--- src/rtl/modtmr_pkg.sv ---
package modtmr_pkg;
   // byte offsets of the registers
   localparam int unsigned OFS_CTRL = 32'h00;
   localparam int unsigned OFS_CNT  = 32'h04;
   localparam int unsigned OFS_MOD  = 32'h08;
   localparam int unsigned OFS_INIT = 32'h4C;

   // control register field positions
   localparam int unsigned CTRL_PS_LSB   = 0;
   localparam int unsigned CTRL_CS_LSB   = 3;
   localparam int unsigned CTRL_IE_BIT   = 6;
   localparam int unsigned CTRL_FLAG_BIT = 7;

   // clock-select code that runs the counter
   localparam int unsigned CS_RUN = 1;
endpackage

--- src/rtl/modtmr_prescale.sv ---
module modtmr_prescale #(
   parameter int unsigned PS_W         = 3,
   parameter bit          HAS_PRESCALE = 1'b1
) (
   input  logic            clk,
   input  logic            rst_n,
   input  logic            run,
   input  logic [PS_W-1:0] ps,
   output logic            tick
);
   localparam int unsigned DIV_W = (1 << PS_W) - 1;

   generate
      if (HAS_PRESCALE) begin : g_div
         logic [DIV_W-1:0] div_q;
         logic [DIV_W-1:0] mask;

         // 2^ps - 1; a shift out of the top gives all ones
         assign mask = (DIV_W'(1) << ps) - DIV_W'(1);

         always_ff @(posedge clk or negedge rst_n) begin
            if (!rst_n)      div_q <= '0;
            else if (!run)   div_q <= '0;
            else             div_q <= div_q + DIV_W'(1);
         end

         assign tick = run && ((div_q & mask) == mask);
      end else begin : g_nodiv
         logic unused_ps;
         assign unused_ps = ^ps;
         assign tick      = run;
      end
   endgenerate
endmodule

--- src/rtl/modtmr_core.sv ---
module modtmr_core #(
   parameter int unsigned CNT_W = 16
) (
   input  logic             clk,
   input  logic             rst_n,
   input  logic             tick,
   input  logic             load,
   input  logic [CNT_W-1:0] initv,
   input  logic [CNT_W-1:0] modv,
   output logic [CNT_W-1:0] cnt,
   output logic             hit
);
   logic [CNT_W-1:0] cnt_q;
   logic             at_mod;

   assign at_mod = (cnt_q == modv);
   assign hit    = tick && at_mod;
   assign cnt    = cnt_q;

   always_ff @(posedge clk or negedge rst_n) begin
      if (!rst_n)     cnt_q <= '0;
      else if (load)  cnt_q <= initv;
      else if (tick)  cnt_q <= at_mod ? initv : cnt_q + CNT_W'(1);
   end
endmodule

--- src/rtl/modtmr_flag.sv ---
module modtmr_flag (
   input  logic clk,
   input  logic rst_n,
   input  logic set,
   input  logic clr,
   output logic flag
);
   always_ff @(posedge clk or negedge rst_n) begin
      if (!rst_n)    flag <= 1'b0;
      else if (set)  flag <= 1'b1;   // event beats software clear
      else if (clr)  flag <= 1'b0;
   end
endmodule

--- src/rtl/modtmr_top.sv ---
module modtmr_top
   import modtmr_pkg::*;
#(
   parameter int unsigned CNT_W        = 16,
   parameter int unsigned PS_W         = 3,
   parameter int unsigned CS_W         = 2,
   parameter int unsigned ADDR_W       = 8,
   parameter int unsigned DATA_W       = 32,
   parameter bit          HAS_PRESCALE = 1'b1
) (
   input  logic              clk,
   input  logic              rst_n,
   input  logic              bus_sel,
   input  logic              bus_wr,
   input  logic [ADDR_W-1:0] bus_addr,
   input  logic [DATA_W-1:0] bus_wdata,
   output logic [DATA_W-1:0] bus_rdata,
   output logic              irq_o
);
   localparam logic [ADDR_W-1:0] A_CTRL = ADDR_W'(OFS_CTRL);
   localparam logic [ADDR_W-1:0] A_CNT  = ADDR_W'(OFS_CNT);
   localparam logic [ADDR_W-1:0] A_MOD  = ADDR_W'(OFS_MOD);
   localparam logic [ADDR_W-1:0] A_INIT = ADDR_W'(OFS_INIT);

   // elaboration-time parameter checks
   generate
      if (PS_W < 1 || PS_W > 3) begin : g_bad_ps
         $error("modtmr_top: PS_W must lie in 1..3");
      end
      if (CS_W != 2) begin : g_bad_cs
         $error("modtmr_top: CS_W must be 2");
      end
      if (CNT_W < 2 || CNT_W > DATA_W) begin : g_bad_cnt
         $error("modtmr_top: CNT_W must lie in 2..DATA_W");
      end
      if (ADDR_W < 7 || DATA_W < 8) begin : g_bad_bus
         $error("modtmr_top: bus too narrow for the register map");
      end
   endgenerate

   logic [PS_W-1:0]  ps_q;
   logic [CS_W-1:0]  cs_q;
   logic             ie_q;
   logic             flag_q;
   logic [CNT_W-1:0] mod_q;
   logic [CNT_W-1:0] init_q;
   logic [CNT_W-1:0] cnt_q;
   logic             run, tick, hit;
   logic             wr_en, ctrl_wr, ctrl_clr, cnt_ld;

   assign wr_en    = bus_sel && bus_wr;
   assign ctrl_wr  = wr_en && (bus_addr == A_CTRL);
   assign cnt_ld   = wr_en && (bus_addr == A_CNT);
   assign ctrl_clr = ctrl_wr && !bus_wdata[CTRL_FLAG_BIT];
   assign run      = (cs_q == CS_W'(CS_RUN));

   always_ff @(posedge clk or negedge rst_n) begin
      if (!rst_n) begin
         ps_q   <= '0;
         cs_q   <= '0;
         ie_q   <= 1'b0;
         mod_q  <= '0;
         init_q <= '0;
      end else if (wr_en) begin
         if (bus_addr == A_CTRL) begin
            ps_q <= bus_wdata[CTRL_PS_LSB +: PS_W];
            cs_q <= bus_wdata[CTRL_CS_LSB +: CS_W];
            ie_q <= bus_wdata[CTRL_IE_BIT];
         end
         if (bus_addr == A_MOD)  mod_q  <= bus_wdata[CNT_W-1:0];
         if (bus_addr == A_INIT) init_q <= bus_wdata[CNT_W-1:0];
      end
   end

   generate
      if (CNT_W < DATA_W) begin : g_wd_unused
         logic unused_wdata_hi;
         assign unused_wdata_hi = ^bus_wdata[DATA_W-1:CNT_W];
      end
   endgenerate

   modtmr_prescale #(.PS_W(PS_W), .HAS_PRESCALE(HAS_PRESCALE)) u_pre (
      .clk(clk), .rst_n(rst_n), .run(run), .ps(ps_q), .tick(tick)
   );

   modtmr_core #(.CNT_W(CNT_W)) u_core (
      .clk(clk), .rst_n(rst_n), .tick(tick), .load(cnt_ld),
      .initv(init_q), .modv(mod_q), .cnt(cnt_q), .hit(hit)
   );

   modtmr_flag u_flag (
      .clk(clk), .rst_n(rst_n), .set(hit), .clr(ctrl_clr), .flag(flag_q)
   );

   assign irq_o = flag_q && ie_q;

   logic [DATA_W-1:0] ctrl_rd;
   always_comb begin
      ctrl_rd = '0;
      ctrl_rd[CTRL_PS_LSB +: PS_W] = ps_q;
      ctrl_rd[CTRL_CS_LSB +: CS_W] = cs_q;
      ctrl_rd[CTRL_IE_BIT]         = ie_q;
      ctrl_rd[CTRL_FLAG_BIT]       = flag_q;
   end

   always_comb begin
      if (bus_addr == A_CTRL)      bus_rdata = ctrl_rd;
      else if (bus_addr == A_CNT)  bus_rdata = DATA_W'(cnt_q);
      else if (bus_addr == A_MOD)  bus_rdata = DATA_W'(mod_q);
      else if (bus_addr == A_INIT) bus_rdata = DATA_W'(init_q);
      else                         bus_rdata = '0;
   end
endmodule

--- config.mk ---
export PLATFORM = sky130hd
export DESIGN_NAME = modtmr_top
export DESIGN_NICKNAME = d
export VERILOG_FILES = /design/src/rtl/modtmr_pkg.sv /design/src/rtl/modtmr_prescale.sv /design/src/rtl/modtmr_core.sv /design/src/rtl/modtmr_flag.sv /design/src/rtl/modtmr_top.sv
export SDC_FILE = /design/constraint.sdc
export NUM_CORES = 1
export LEC_CHECK = 0
export BUFFER_PORTS_ARGS = -buffer_cell sky130_fd_sc_hd__buf_2
export CAP_MARGIN = 20
export CORE_MARGIN = 2
export CORE_UTILIZATION = 30
export CTS_CLUSTER_SIZE = 8
export DETAILED_ROUTE_END_ITERATION = 12
export PLACE_DENSITY = 0.56
export SYNTH_ARGS = -nofsm -noshare
export SYNTH_HDL_FRONTEND = slang
export SYNTH_SLANG_ARGS = --single-unit
--- constraint.sdc ---
create_clock -name clk -period 2.5 [get_ports clk]
set_input_delay 0.375 -clock clk [delete_from_list [all_inputs] [get_ports clk]]
set_output_delay 0.375 -clock clk [all_outputs]
set_load 0.05 [all_outputs]
**Word level (Yosys, flattened, before mapping)**

Index checks and enable logic that the tools add are counted.

- Add/sub/neg operators: 3
- Eq/ne operators: 6
- Shift-type cells: 1
- Muxes and demuxes: 10
- Bitwise operators: 1
- Reductions and logical operators: 14

Operators with widths:

| kind | count |
|---|---|
| 16-bit two-way mux | 7 |
| 16-bit by 1-bit adder with 16-bit output, second input constant | 1 |
| 16-bit equality test | 1 |
| 8-bit by 3-bit equality test with 1-bit output, second input constant | 1 |
| 8-bit by 4-bit equality test with 1-bit output, second input constant | 1 |
| 8-bit by 7-bit equality test with 1-bit output, second input constant | 1 |
| 8-bit logical NOT | 1 |
| 7-bit by 1-bit adder with 7-bit output, second input constant | 1 |
| 7-bit AND | 1 |
| 7-bit equality test | 1 |
| 1-bit logical AND | 7 |
| 7-bit two-way mux | 1 |
| 1-bit by 3-bit left shift with 7-bit output, first input constant | 1 |
| 7-bit by 2-bit subtractor with 7-bit output, second input constant | 1 |
| 2-bit AND reduction | 3 |
| 2-bit nonzero test | 2 |
| 2-bit by 1-bit equality test with 1-bit output, second input constant | 1 |
| 1-bit two-way mux | 2 |
| 1-bit logical NOT | 1 |

- Register bits after elaboration: 62
- Input bits: 44
- Output and inout bits: 33
- Word-level logic and storage cells: 43

**Logic depth before layout (Yosys ltp)**

Gate-level depths: netlist of the first run.

- Depth after elaboration: 7
- Gate-level depth with buffers: 9

**By module**

From an unflattened synthesis of the first run, not the netlist that was laid out.

- Cells, all modules: 369
- Area, all modules: 3722.3 um^2

Modules (own cells, without submodules):

| module | times used | cells an instance | area each (um^2) | sequential area each (um^2) |
|---|---|---|---|---|
| modtmr_top | 1 | 179 | 2060.7 | 950.9 |
| modtmr_core | 1 | 150 | 1265.0 | 400.4 |
| modtmr_prescale | 1 | 37 | 360.3 | 175.2 |
| modtmr_flag | 1 | 3 | 36.3 | 25.0 |

**Worst setup path after synthesis of the first run**

OpenSTA, ideal clock, no wires.

- Path kind: input to output
- Start: in bus_addr[1]
- End: out bus_rdata[0]
- Data arrival time: 2.539 ns
- Slack: -0.414 ns
- Stages on the path: 5
- Path buffers: 1
- Cell sequence: or4_4 > nor3_1 > nand2_1 > clkbuf_1 > o21ai_0

- Word-level cells in the longest chain between the ends: 5
- Elaborated cells on any way between the ends: 8
- Classes of those cells: 3 x eq/ne; 4 x mux; 1 x reduce/logical

Ends and longest elaborated chain:

| item | RTL line | text |
|---|---|---|
| from (decl) | modtmr_top.sv:15 | `input logic [ADDR_W-1:0] bus_addr,` |
| 8-bit by 7-bit equality test with 1-bit output | modtmr_top.sv:110 | `else if (bus_addr == A_INIT) bus_rdata = DATA_W'(init_q);` |
| 16-bit two-way mux | modtmr_top.sv:110 |  |
| 16-bit two-way mux | modtmr_top.sv:109 | `else if (bus_addr == A_MOD) bus_rdata = DATA_W'(mod_q);` |
| 16-bit two-way mux | modtmr_top.sv:108 | `else if (bus_addr == A_CNT) bus_rdata = DATA_W'(cnt_q);` |
| 16-bit two-way mux (*) | modtmr_top.sv:107 | `if (bus_addr == A_CTRL) bus_rdata = ctrl_rd;` |
| to (decl) | modtmr_top.sv:17 | `output logic [DATA_W-1:0] bus_rdata,` |

Every way passes the cells marked *; elsewhere a longest branch is shown, timed or not.

**Worst setup path in the final report of the first run**

Ends and elaborated chain as after synthesis.

==> results of run 1 <==
-- critical path, cell delays in order --
cell and delay [ns]:
buf_2 0.09, or4_4 0.56, buf_6 0.15, nor4_4 0.21, buf_4 0.20, a222oi_1 0.10
o21ai_1 0.10, buf_2 0.28
-- where the power goes --
group,switching (mW),total (mW),leakage [nW],internal (mW)
clock network,0.427,1.45,0.170,1.03
logic,0.130,0.191,1.25,0.0605
registers,0.0397,1.08,0.835,1.04
total,0.596,2.72,2.25,2.12
-- through the flow --
stage          TNS, ns  total power, mW  hold WS [ns]  area [um2]  cells
2_1_floorplan   -0.211             1.22        0.0794        3580    363
3_3_place_gp     -2.19             1.28         0.507        4060    543
3_5_place_dp     -3.58             1.28         0.519        4060    543
4_1_cts              0             2.75         0.242        4470    559
5_1_grt        -0.0566             2.82         0.290        4560    561
6_report             0             2.72         0.220        4560    561
-- registers in the layout, summed over array words and instances (netlist names) --
signal / cells
cs_q: 2
ie_q: 1
init_q: 16
mod_q: 16
ps_q: 3
u_core.cnt: 16
u_flag.flag: 1
u_pre.g_div.div_q: 7
-- cell type report --
class,instances,share of cell area (%)
well taps,143,3.93
inverters,17,1.40
repair buffers,75,13.9
multi-input cells,248,39.1
clock buffers,13,5.71
clock inverters,3,1.98
flip-flops and latches,62,34.1
-- cells in the final DEF, fill, tap and decap left out, drive strengths merged --
master    n
and3      4
clkbuf   13
nor4      6
o22a      3
o31ai     1
and2      3
a31oi     3
mux2     39
dfrtp    62
o21a      1
inv      17
conb     16
and3b     1
or2       1
bufinv    3
o2bb2a    1
nand3    26
a22oi     5
or3       2
nor2b     1
a222oi   16
xnor2     3
xor2     17
a21oi    15
nor3      4
o21ai    16
ha        2
or4       4
mux2i     3
a31o      1
nor2     17
nand2    24
buf      75
nand2b    4
a2bb2oi   1
nand4     8
-- metal layers --
metal,track usage (%),wire (um),vias up
met5,0,0,-
met2,25.5,4480,78
met3,3.02,347,7
met1,18.6,3980,1434
li1,-,-,1371
met4,5.69,134,0
-- worst paths after layout --
| check | startpoint | end | slack [ns] | cells past startpoint |
|---|---|---|---|---|
| max | bus_addr[1] | bus_rdata[0] | 0.05 | 8 |
| min | rst_n | u_pre.g_div.div_q[2] | 0.22 | 2 |
| max reg2reg | u_core.cnt[0] | u_core.cnt[2] | 0.28 | 8 |
| min reg2reg | u_pre.g_div.div_q[0] | u_pre.g_div.div_q[0] | 0.52 | 1 |
| max in group asynchronous | rst_n | mod_q[14] | 1.76 | 2 |
| min in group clk | bus_wdata[9] | mod_q[9] | 0.28 | 2 |
-- repair_timing --
| item | CTS | global route |
|---|---|---|
| gates resized for setup | 21 | 15 |
| setup buffers | 0 | 2 |
| endpoints found under the setup margin | 16 | 14 |
| pin swaps | 4 | 2 |
-- cells by family after synthesis --
| logic type | share of synthesized area (%) |
|---|---|
| muxes | 13.6 |
| and+or+nand+nor | 15.8 |
| DFF | 44.2 |
| xor gates and xnor gates | 4.99 |
| AOI/OAI and AO/OA | 12.6 |
| buffers and inverters | 7.99 |
| other | 0.107 |
| adders and majority gates | 0.713 |
==> flow_metrics.tcl, run 1 <==
set metrics [dict create \
    outcome "completed" \
    netlist_area_mm2 0.00351 \
    gp_congestion 0.828 \
    finalNetCount 459 \
    first_iter_violations 266 \
    cts_tree "yes" \
    cts_root_buf "clkbuf_16" \
    synth_top_area_share_pct 44.2 \
    relSlewSlack_pct 46.5 \
    hold_viol 0 \
    vias 2890 \
    grt_pass1_vias 2929 \
    cp_max_fo 4 \
    synth_ff_type "dfrtp_1" \
    syn_to_final_growth_pct 29.9 \
    antenna_cells 0 \
    port_buffers 44 \
    num_io_pins 77 \
    final.period_utilization_pct 97.9 \
    numCtsBuffers 9 \
    arrival_ns 2.07 \
    period_needed_ns 2.45 \
    worstSkewPairLatency_ns 0.33 \
    avgSynthCellArea_um2 10.1 \
    drc 0 \
    synth_cell_types 42 \
    fmax_ghz 0.409 \
    cp-end-kind "output pin" \
    fp-row-count 39 \
    synthCells 348 \
    antenna_found_initial 0 \
    cap_violations 0 \
    start_kind "input port" \
    drive_gt1_share_pct 35.9 \
    cp.required_ns 2.12 \
    pre_cts_ws_ns -0.158 \
    cts.clk_slew.worst_paths_ns 0.05 \
    slew_violations 0 \
    powerDensity_mw_per_mm2 597 \
    ff_latch_area_mm2 0.00155 \
    cts_htree_levels 3 \
    grtUsageTotal_pct 14.9 \
    coreArea_mm2 0.0114 \
    wl_per_cell_um 15.9 \
    grt_pass1_wl_um 14900 \
    dr.pass1.iters 8 \
    synth-seq-cells 62 \
    worstMarginPinSlew_ns 0.802 \
    clockBufferDepth 2 \
    ys_top_cells_by_count "62 x dfrtp_1, 37 x mux2_2, 25 x nand3_1" \
    grt-ovfl-total 0 \
    die_h_um 112 \
    multiInputGateArea_mm2 0.00178 \
    dieArea_mm2 0.0126 \
    grt_max_degree 63 \
    start_util_pct 30.7 \
    hpwl_um 6670 \
    hp-class "input port to asynchronous set/reset pin" \
    synth.most_common_cell "dfrtp_1" \
    skew_ns 0.00581 \
    wirelength_um 8940 \
    final_util_pct 39.9 \
    fillers 1146 \
    ys_warn_count 0 \
    setup_viol 0 \
    viasPerCell 5.15 \
    synthArstFlopShare_pct 100 \
    vdd_ir_drop_max_mv 0.406 \
    ys_seq_area_share_pct 44.2 \
    ctsHoldBuffers 0 \
    ant_nets 0 \
    cts_sinks 62 \
    fin_ws_ns 0.0533 \
    synth_top_cell_by_area "dfrtp_1" \
    critPathKind "input port to output pin" \
    p_leak_nw 2.25 \
    synth-edff-count 0 \
    fp.dieW_um 112 \
    synth_top_cells_by_area "dfrtp_1 44%, mux2_2 12%, a222oi_1 4.6%, xor2_1 4.2%, buf_4 3.6%" \
]
Note: power is estimated with default switching activity, not from simulation.
==> inputs of run 2 (changes only) <==
--- a/config.mk
+++ b/config.mk
@@ -7,11 +7,14 @@
 export LEC_CHECK = 0
 export BUFFER_PORTS_ARGS = -buffer_cell sky130_fd_sc_hd__buf_2
 export CAP_MARGIN = 20
+export CELL_PAD_IN_SITES_DETAIL_PLACEMENT = 0
+export CELL_PAD_IN_SITES_GLOBAL_PLACEMENT = 1
 export CORE_MARGIN = 2
 export CORE_UTILIZATION = 30
 export CTS_CLUSTER_SIZE = 8
 export DETAILED_ROUTE_END_ITERATION = 12
-export PLACE_DENSITY = 0.56
+export PLACE_DENSITY = 0.67
 export SYNTH_ARGS = -nofsm -noshare
 export SYNTH_HDL_FRONTEND = slang
+export SYNTH_HIERARCHICAL = 1
 export SYNTH_SLANG_ARGS = --single-unit
==> run 2 against run 1 <==
Effect of this change: first-iteration DRC count down 15%; hold slack got worse by 0.13 ns; clock power fell by 9%; count of clock-buffer cells in the layout is 3 lower; critical path depth shrank 1; worst setup slack improved by 0.018 ns; critical path type unchanged; critical endpoint is now bus_rdata[2]; largest power group unchanged; highest routed layer unchanged.
==> flow_metrics.tcl, run 2 <==
set metrics [dict create \
    synthSimpleGateAreaFrac_pct 15.0 \
    path_cells "buf_2, or4_4, or3_1, buf_4, a21oi_1, o21ai_2, buf_2" \
    syn_to_final_growth_pct 22.1 \
    ant_nets 0 \
    vdd_ir_drop_max_mv 0.315 \
    start_kind "input port" \
    avgSynthCellArea_um2 10.1 \
    fp-row-count 40 \
    synth.most_common_cell "dfrtp_1" \
    clockBufferDepth 2 \
    p_leak_nw 2.07 \
    cap_violations 0 \
    reg2reg_from "mod_q[8]" \
    grtUsageTotal_pct 15.4 \
    wl_per_cell_um 16.0 \
    powerDensity_mw_per_mm2 605 \
    setup_viol 0 \
    viasPerCell 5.09 \
    num_io_pins 77 \
    final_util_pct 37.7 \
    pre_cts_ws_ns 0.0437 \
    critPathKind "input port to output pin" \
    cts_htree_levels 3 \
    dieArea_mm2 0.0133 \
    drc 0 \
    vias 3048 \
    place_inst 583 \
    synth_top_cells_by_area "dfrtp_1 42%, mux2_2 8.5%, mux2_4 4.0%, a22oi_1 3.8%, xor2_1 3.8%" \
    synth_cell_types 57 \
    numCtsBuffers 9 \
    rsz0062_at_grt "no" \
    ys_seq_area_share_pct 41.7 \
    synth_compound_area_share_pct 17.2 \
    netlist_area_mm2 0.00372 \
    period_needed_ns 2.43 \
    port_buffers 44 \
    worstMarginPinSlew_ns 0.713 \
    slew_violations 0 \
    arrival_ns 2.05 \
    layout_commonest_cell "dfrtp_1" \
    drive_gt1_share_pct 33.6 \
    synth_top_area_share_pct 41.7 \
    die_h_um 115 \
    fin_ws_ns 0.0717 \
    grt_max_degree 35 \
    cp.required_ns 2.12 \
    hpwl_um 7130 \
    critPathSlowestCell "or4_4" \
    synth-edff-count 0 \
    outcome "completed" \
    cts_tree "yes" \
    cp_common_cell "buf_2" \
    post-cts-setup-buffer-count 0 \
    critPathLaunch "bus_addr[5]" \
    ys_warn_count 6 \
    cts_sinks 62 \
    synth_top_cell_by_area "dfrtp_1" \
    worstSkewPairLatency_ns 0.33 \
    layout_common_cells "62 x dfrtp_1, 44 x buf_2, 29 x nand2_1, 28 x mux2_2, 20 x buf_4" \
    cp-end-kind "output pin" \
    ys_top_cells_by_count "62 x dfrtp_1, 29 x nand2_1, 28 x mux2_2" \
    fp.dieW_um 115 \
    grt_pass1_wl_um 15800 \
    start_util_pct 30.9 \
    synth_top_family_by_area "compound AO/OA/AOI/OAI gates" \
    synth_ff_type "dfrtp_1" \
    skew_ns 0.00492 \
    synthXorXnorAreaFrac_pct 4.67 \
    gp_congestion 0.798 \
    ctsResizeCount 0 \
    cts.clk_slew.worst_paths_ns 0.06 \
    hold_slack_ns 0.0902 \
    hold_viol 0 \
    fmax_ghz 0.412 \
    hp-class "input port to asynchronous set/reset pin" \
    stdcell_count 599 \
    synth_mux_area_share_pct 12.8 \
    max_stage_delay_ns 0.59 \
    synth_adder_area_share_pct 0.672 \
    final.period_utilization_pct 97.1 \
    first_iter_violations 227 \
    cts_root_buf "clkbuf_16" \
    finalNetCount 472 \
    synthCells 369 \
    cp_max_fo 13 \
    grt_pass1_vias 3052 \
    antenna_found_initial 0 \
    antenna_cells 0 \
    dr.pass1.iters 5 \
    synthArstFlopShare_pct 100 \
    relSlewSlack_pct 52.5 \
    grt-ovfl-total 0 \
    coreArea_mm2 0.0121 \
    wirelength_um 9560 \
    synth-seq-cells 62 \
    ctsHoldBuffers 0 \
]
run 2: cell types whose count changed after synthesis, moves of 8 or more:
cell	delta
a222oi_1	-16
nand3_1	-16
a22oi_1	+14
a21oi_1	+12
inv_1	-10
mux2_2	-9
mux2_4	+8
run 2: cell type report:
type / instances / area, um2
timing repair buffer: 67 / 430
tap: 168 / 210
inverter: 7 / 26.3
multi-input combinational: 279 / 2010
clock inverter: 6 / 86.3
sequential: 62 / 1550
clock buffer: 10 / 229
fill: 1229 / 7520
run 2: critical path, delay by kind of cell:
kind                   cells  cell delay (ns)
buffers and inverters      3             0.51
AOI/OAI and AO/OA          2             0.25
and+or+nand+nor            2             0.91
run 2: final timing paths:
| path | endpoint | slack (ns) | depth (start not counted) |
|---|---|---|---|
| max | bus_rdata[2] | 0.07 | 7 |
| max in group asynchronous | u_core/cnt[9] | 1.77 | 2 |
| min | mod_q[3] | 0.09 | 1 |
| min in group clk | mod_q[11] | 0.29 | 2 |
| max reg2reg | u_core/cnt[8] | 0.26 | 6 |
| min reg2reg | u_pre/g_div.div_q[0] | 0.50 | 1 |
run 2: cell families after synthesis:
logic type,after synthesis
AND/OR/NAND/NOR,106
other,1
multiplexers,39
AO/OA/AOI/OAI,97
XOR/XNOR,19
flip-flops,62
adder cells (fa/ha/maj),2
buffers and inverters,43
run 2: layer usage:
layer	GRT usage, %	vias up	wire, um
met2	24.9	113	4680
met1	19.6	1497	4240
li1	-	1426	-
met4	7.39	0	174
met5	0	-	0
met3	3.22	12	464
run 2: report_power, final:
part           leakage [nW]  internal [mW]  switching, mW
clock                 0.152          0.870          0.454
combinational          1.09          0.123          0.203
sequential            0.828           1.05         0.0522
run 2: stage by stage:
step                      TNS, ns  power, mW  instance area [um2]
after floorplan            -0.677       1.33                 3840
after global placement          0       1.44                 4220
after detailed placement        0       1.45                 4220
after CTS                       0       2.78                 4540
after global routing            0       2.87                 4540
final                           0       2.75                 4540
==> inputs of run 3 (changes only) <==
==> constraint.sdc (replaced) <==
create_clock -name clk -period 2.5 [get_ports clk]
set_input_delay 0.5 -clock clk [delete_from_list [all_inputs] [get_ports clk]]
set_output_delay 0.5 -clock clk [all_outputs]
set_load 0.05 [all_outputs]
==> run 3 against run 2 <==
Effect of this change: die area did not move; cell area increased by 11%; sequential power about the same; the flow now finishes with violations (negative setup slack); first-iteration DRC count fell by 7.0%; critical path depth decreased by 1; via count up 1.2%; register-to-register slack gained 0.11 ns; power grew 1.7%; count of clock-buffer cells in the layout up 2.
==> flow_metrics.tcl, run 3 (synthesis gave the netlist of run 2 again) <==
set metrics [dict create \
    antenna_found_initial 0 \
    start_util_pct 30.9 \
    layout_commonest_cell "dfrtp_1" \
    drive_gt1_share_pct 40.5 \
    wirelength_um 10200 \
    cts_tree "yes" \
    cts_sinks 62 \
    grt_max_degree 36 \
    total_power_mw 2.80 \
    hp-class "input port to asynchronous set/reset pin" \
    grt_pass1_vias 3153 \
    setup_viol 12 \
    finalNetCount 488 \
    cp_max_fo 6 \
    die_h_um 115 \
    p_leak_nw 2.22 \
    period_needed_ns 2.61 \
    critPathLaunch "bus_addr[0]" \
    num_io_pins 77 \
    cts_root_buf "clkbuf_16" \
    grtUsageTotal_pct 16.4 \
    syn_to_final_growth_pct 35.6 \
    coreArea_mm2 0.0121 \
    port_buffers 44 \
    skew_ns 0.00646 \
    fin_ws_ns -0.113 \
    relSlewSlack_pct 53.5 \
    violations "negative setup slack" \
    dr.pass1.iters 4 \
    dieArea_mm2 0.0133 \
    grt-ovfl-total 0 \
    ctsHoldBuffers 0 \
    cp.required_ns 2.00 \
    cp-end-kind "output pin" \
    first_iter_violations 211 \
    outcome "finished, violations left" \
    arrival_ns 2.11 \
    viasPerCell 5.01 \
    slew_violations 0 \
    cap_violations 0 \
    layout_common_cells "62 x dfrtp_1, 28 x mux2_2, 27 x buf_2, 27 x buf_4, 24 x nand2_1" \
    pre_cts_ws_ns -0.245 \
    final.period_utilization_pct 105 \
    cts_htree_levels 3 \
    antenna_cells 0 \
    grt_pass1_wl_um 16600 \
    final_util_pct 41.9 \
    hpwl_um 7450 \
    cts.clk_slew.worst_paths_ns 0.05 \
    numCtsBuffers 9 \
    vdd_ir_drop_max_mv 0.317 \
    hold_slack_ns 0.212 \
    gp_congestion 0.809 \
    worstMarginPinSlew_ns 0.698 \
    fp-row-count 40 \
    reg2reg_from "u_core/cnt[1]" \
    powerDensity_mw_per_mm2 554 \
    vias 3084 \
    ant_nets 0 \
    clockBufferDepth 2 \
    drc 0 \
    start_kind "input port" \
    critPathKind "input port to output pin" \
    wl_per_cell_um 16.7 \
    worstSkewPairLatency_ns 0.33 \
    rsz0062_at_grt "yes" \
    fmax_ghz 0.383 \
    fp.dieW_um 115 \
    hold_viol 0 \
]
==> run 3: changes by cell type in the layout (fill, tap and decap cells not counted), moves of 5 or more <==
cell	delta
o21ai_2	-5
buf_6	+19
nand2_2	+5
buf_4	+7
buf_2	-17
nand2_1	-5
a21oi_4	+5
o21ai_4	+7
==> run 3: layout make-up <==
cell class                 count  area [um2]
fill                        1176        7010
clock buffer                  12         246
timing repair buffer          82         712
sequential                    62        1550
clock inverter                 4        70.1
multi-input combinational    280        2230
inverter                       7        26.3
tap                          168         210
==> run 3: what timing repair did <==
item,4_1_cts,5_1_grt
endpoints found under the setup margin,16,16
gates cloned,1,0
gates resized for setup,49,9
buffers inserted,2,0
pin swaps,9,0
==> run 3: metrics by stage <==
stage / instance area [um2] / TNS, ns / instances
3_5_place_dp: 4500 / -2.43 / 596
3_3_place_gp: 4500 / -2.25 / 596
4_1_cts: 5010 / -0.752 / 615
2_1_floorplan: 4030 / -0.376 / 384
5_1_grt: 5050 / -1.37 / 615
6_report: 5050 / -0.739 / 615
==> run 3: worst max-delay path: stages <==
cell,delay (ns)
buf_6,0.09
or4_4,0.59
or3_4,0.48
buf_6,0.16
a21oi_4,0.11
buf_6,0.17
==> run 3: worst paths after layout <==
check	cells after the start	to	slack (ns)
max	6	bus_rdata[11]	-0.11
min	1	cs_q[0]	0.21
max reg2reg	7	u_core/cnt[8]	0.37
min reg2reg	1	u_pre/g_div.div_q[0]	0.50
max in group asynchronous	2	mod_q[12]	1.65
min in group clk	2	mod_q[15]	0.41
==> run 3: where the power goes <==
| part | leakage (nW) | switching [mW] | internal (mW) |
|---|---|---|---|
| sequential | 0.828 | 0.0646 | 1.05 |
| combinational | 1.24 | 0.206 | 0.134 |
| clock | 0.157 | 0.449 | 0.897 |
==> run 3: per-layer routing <==
| metal | vias up | part of all wire (%) | global-route usage [%] |
|---|---|---|---|
| li1 | 1464 | - | - |
| met1 | 1527 | 45 | 21.5 |
| met2 | 76 | 49 | 26.7 |
| met3 | 17 | 3.6 | 2.95 |
| met4 | 0 | 2.1 | 6.83 |
| met5 | - | 0 | 0 |
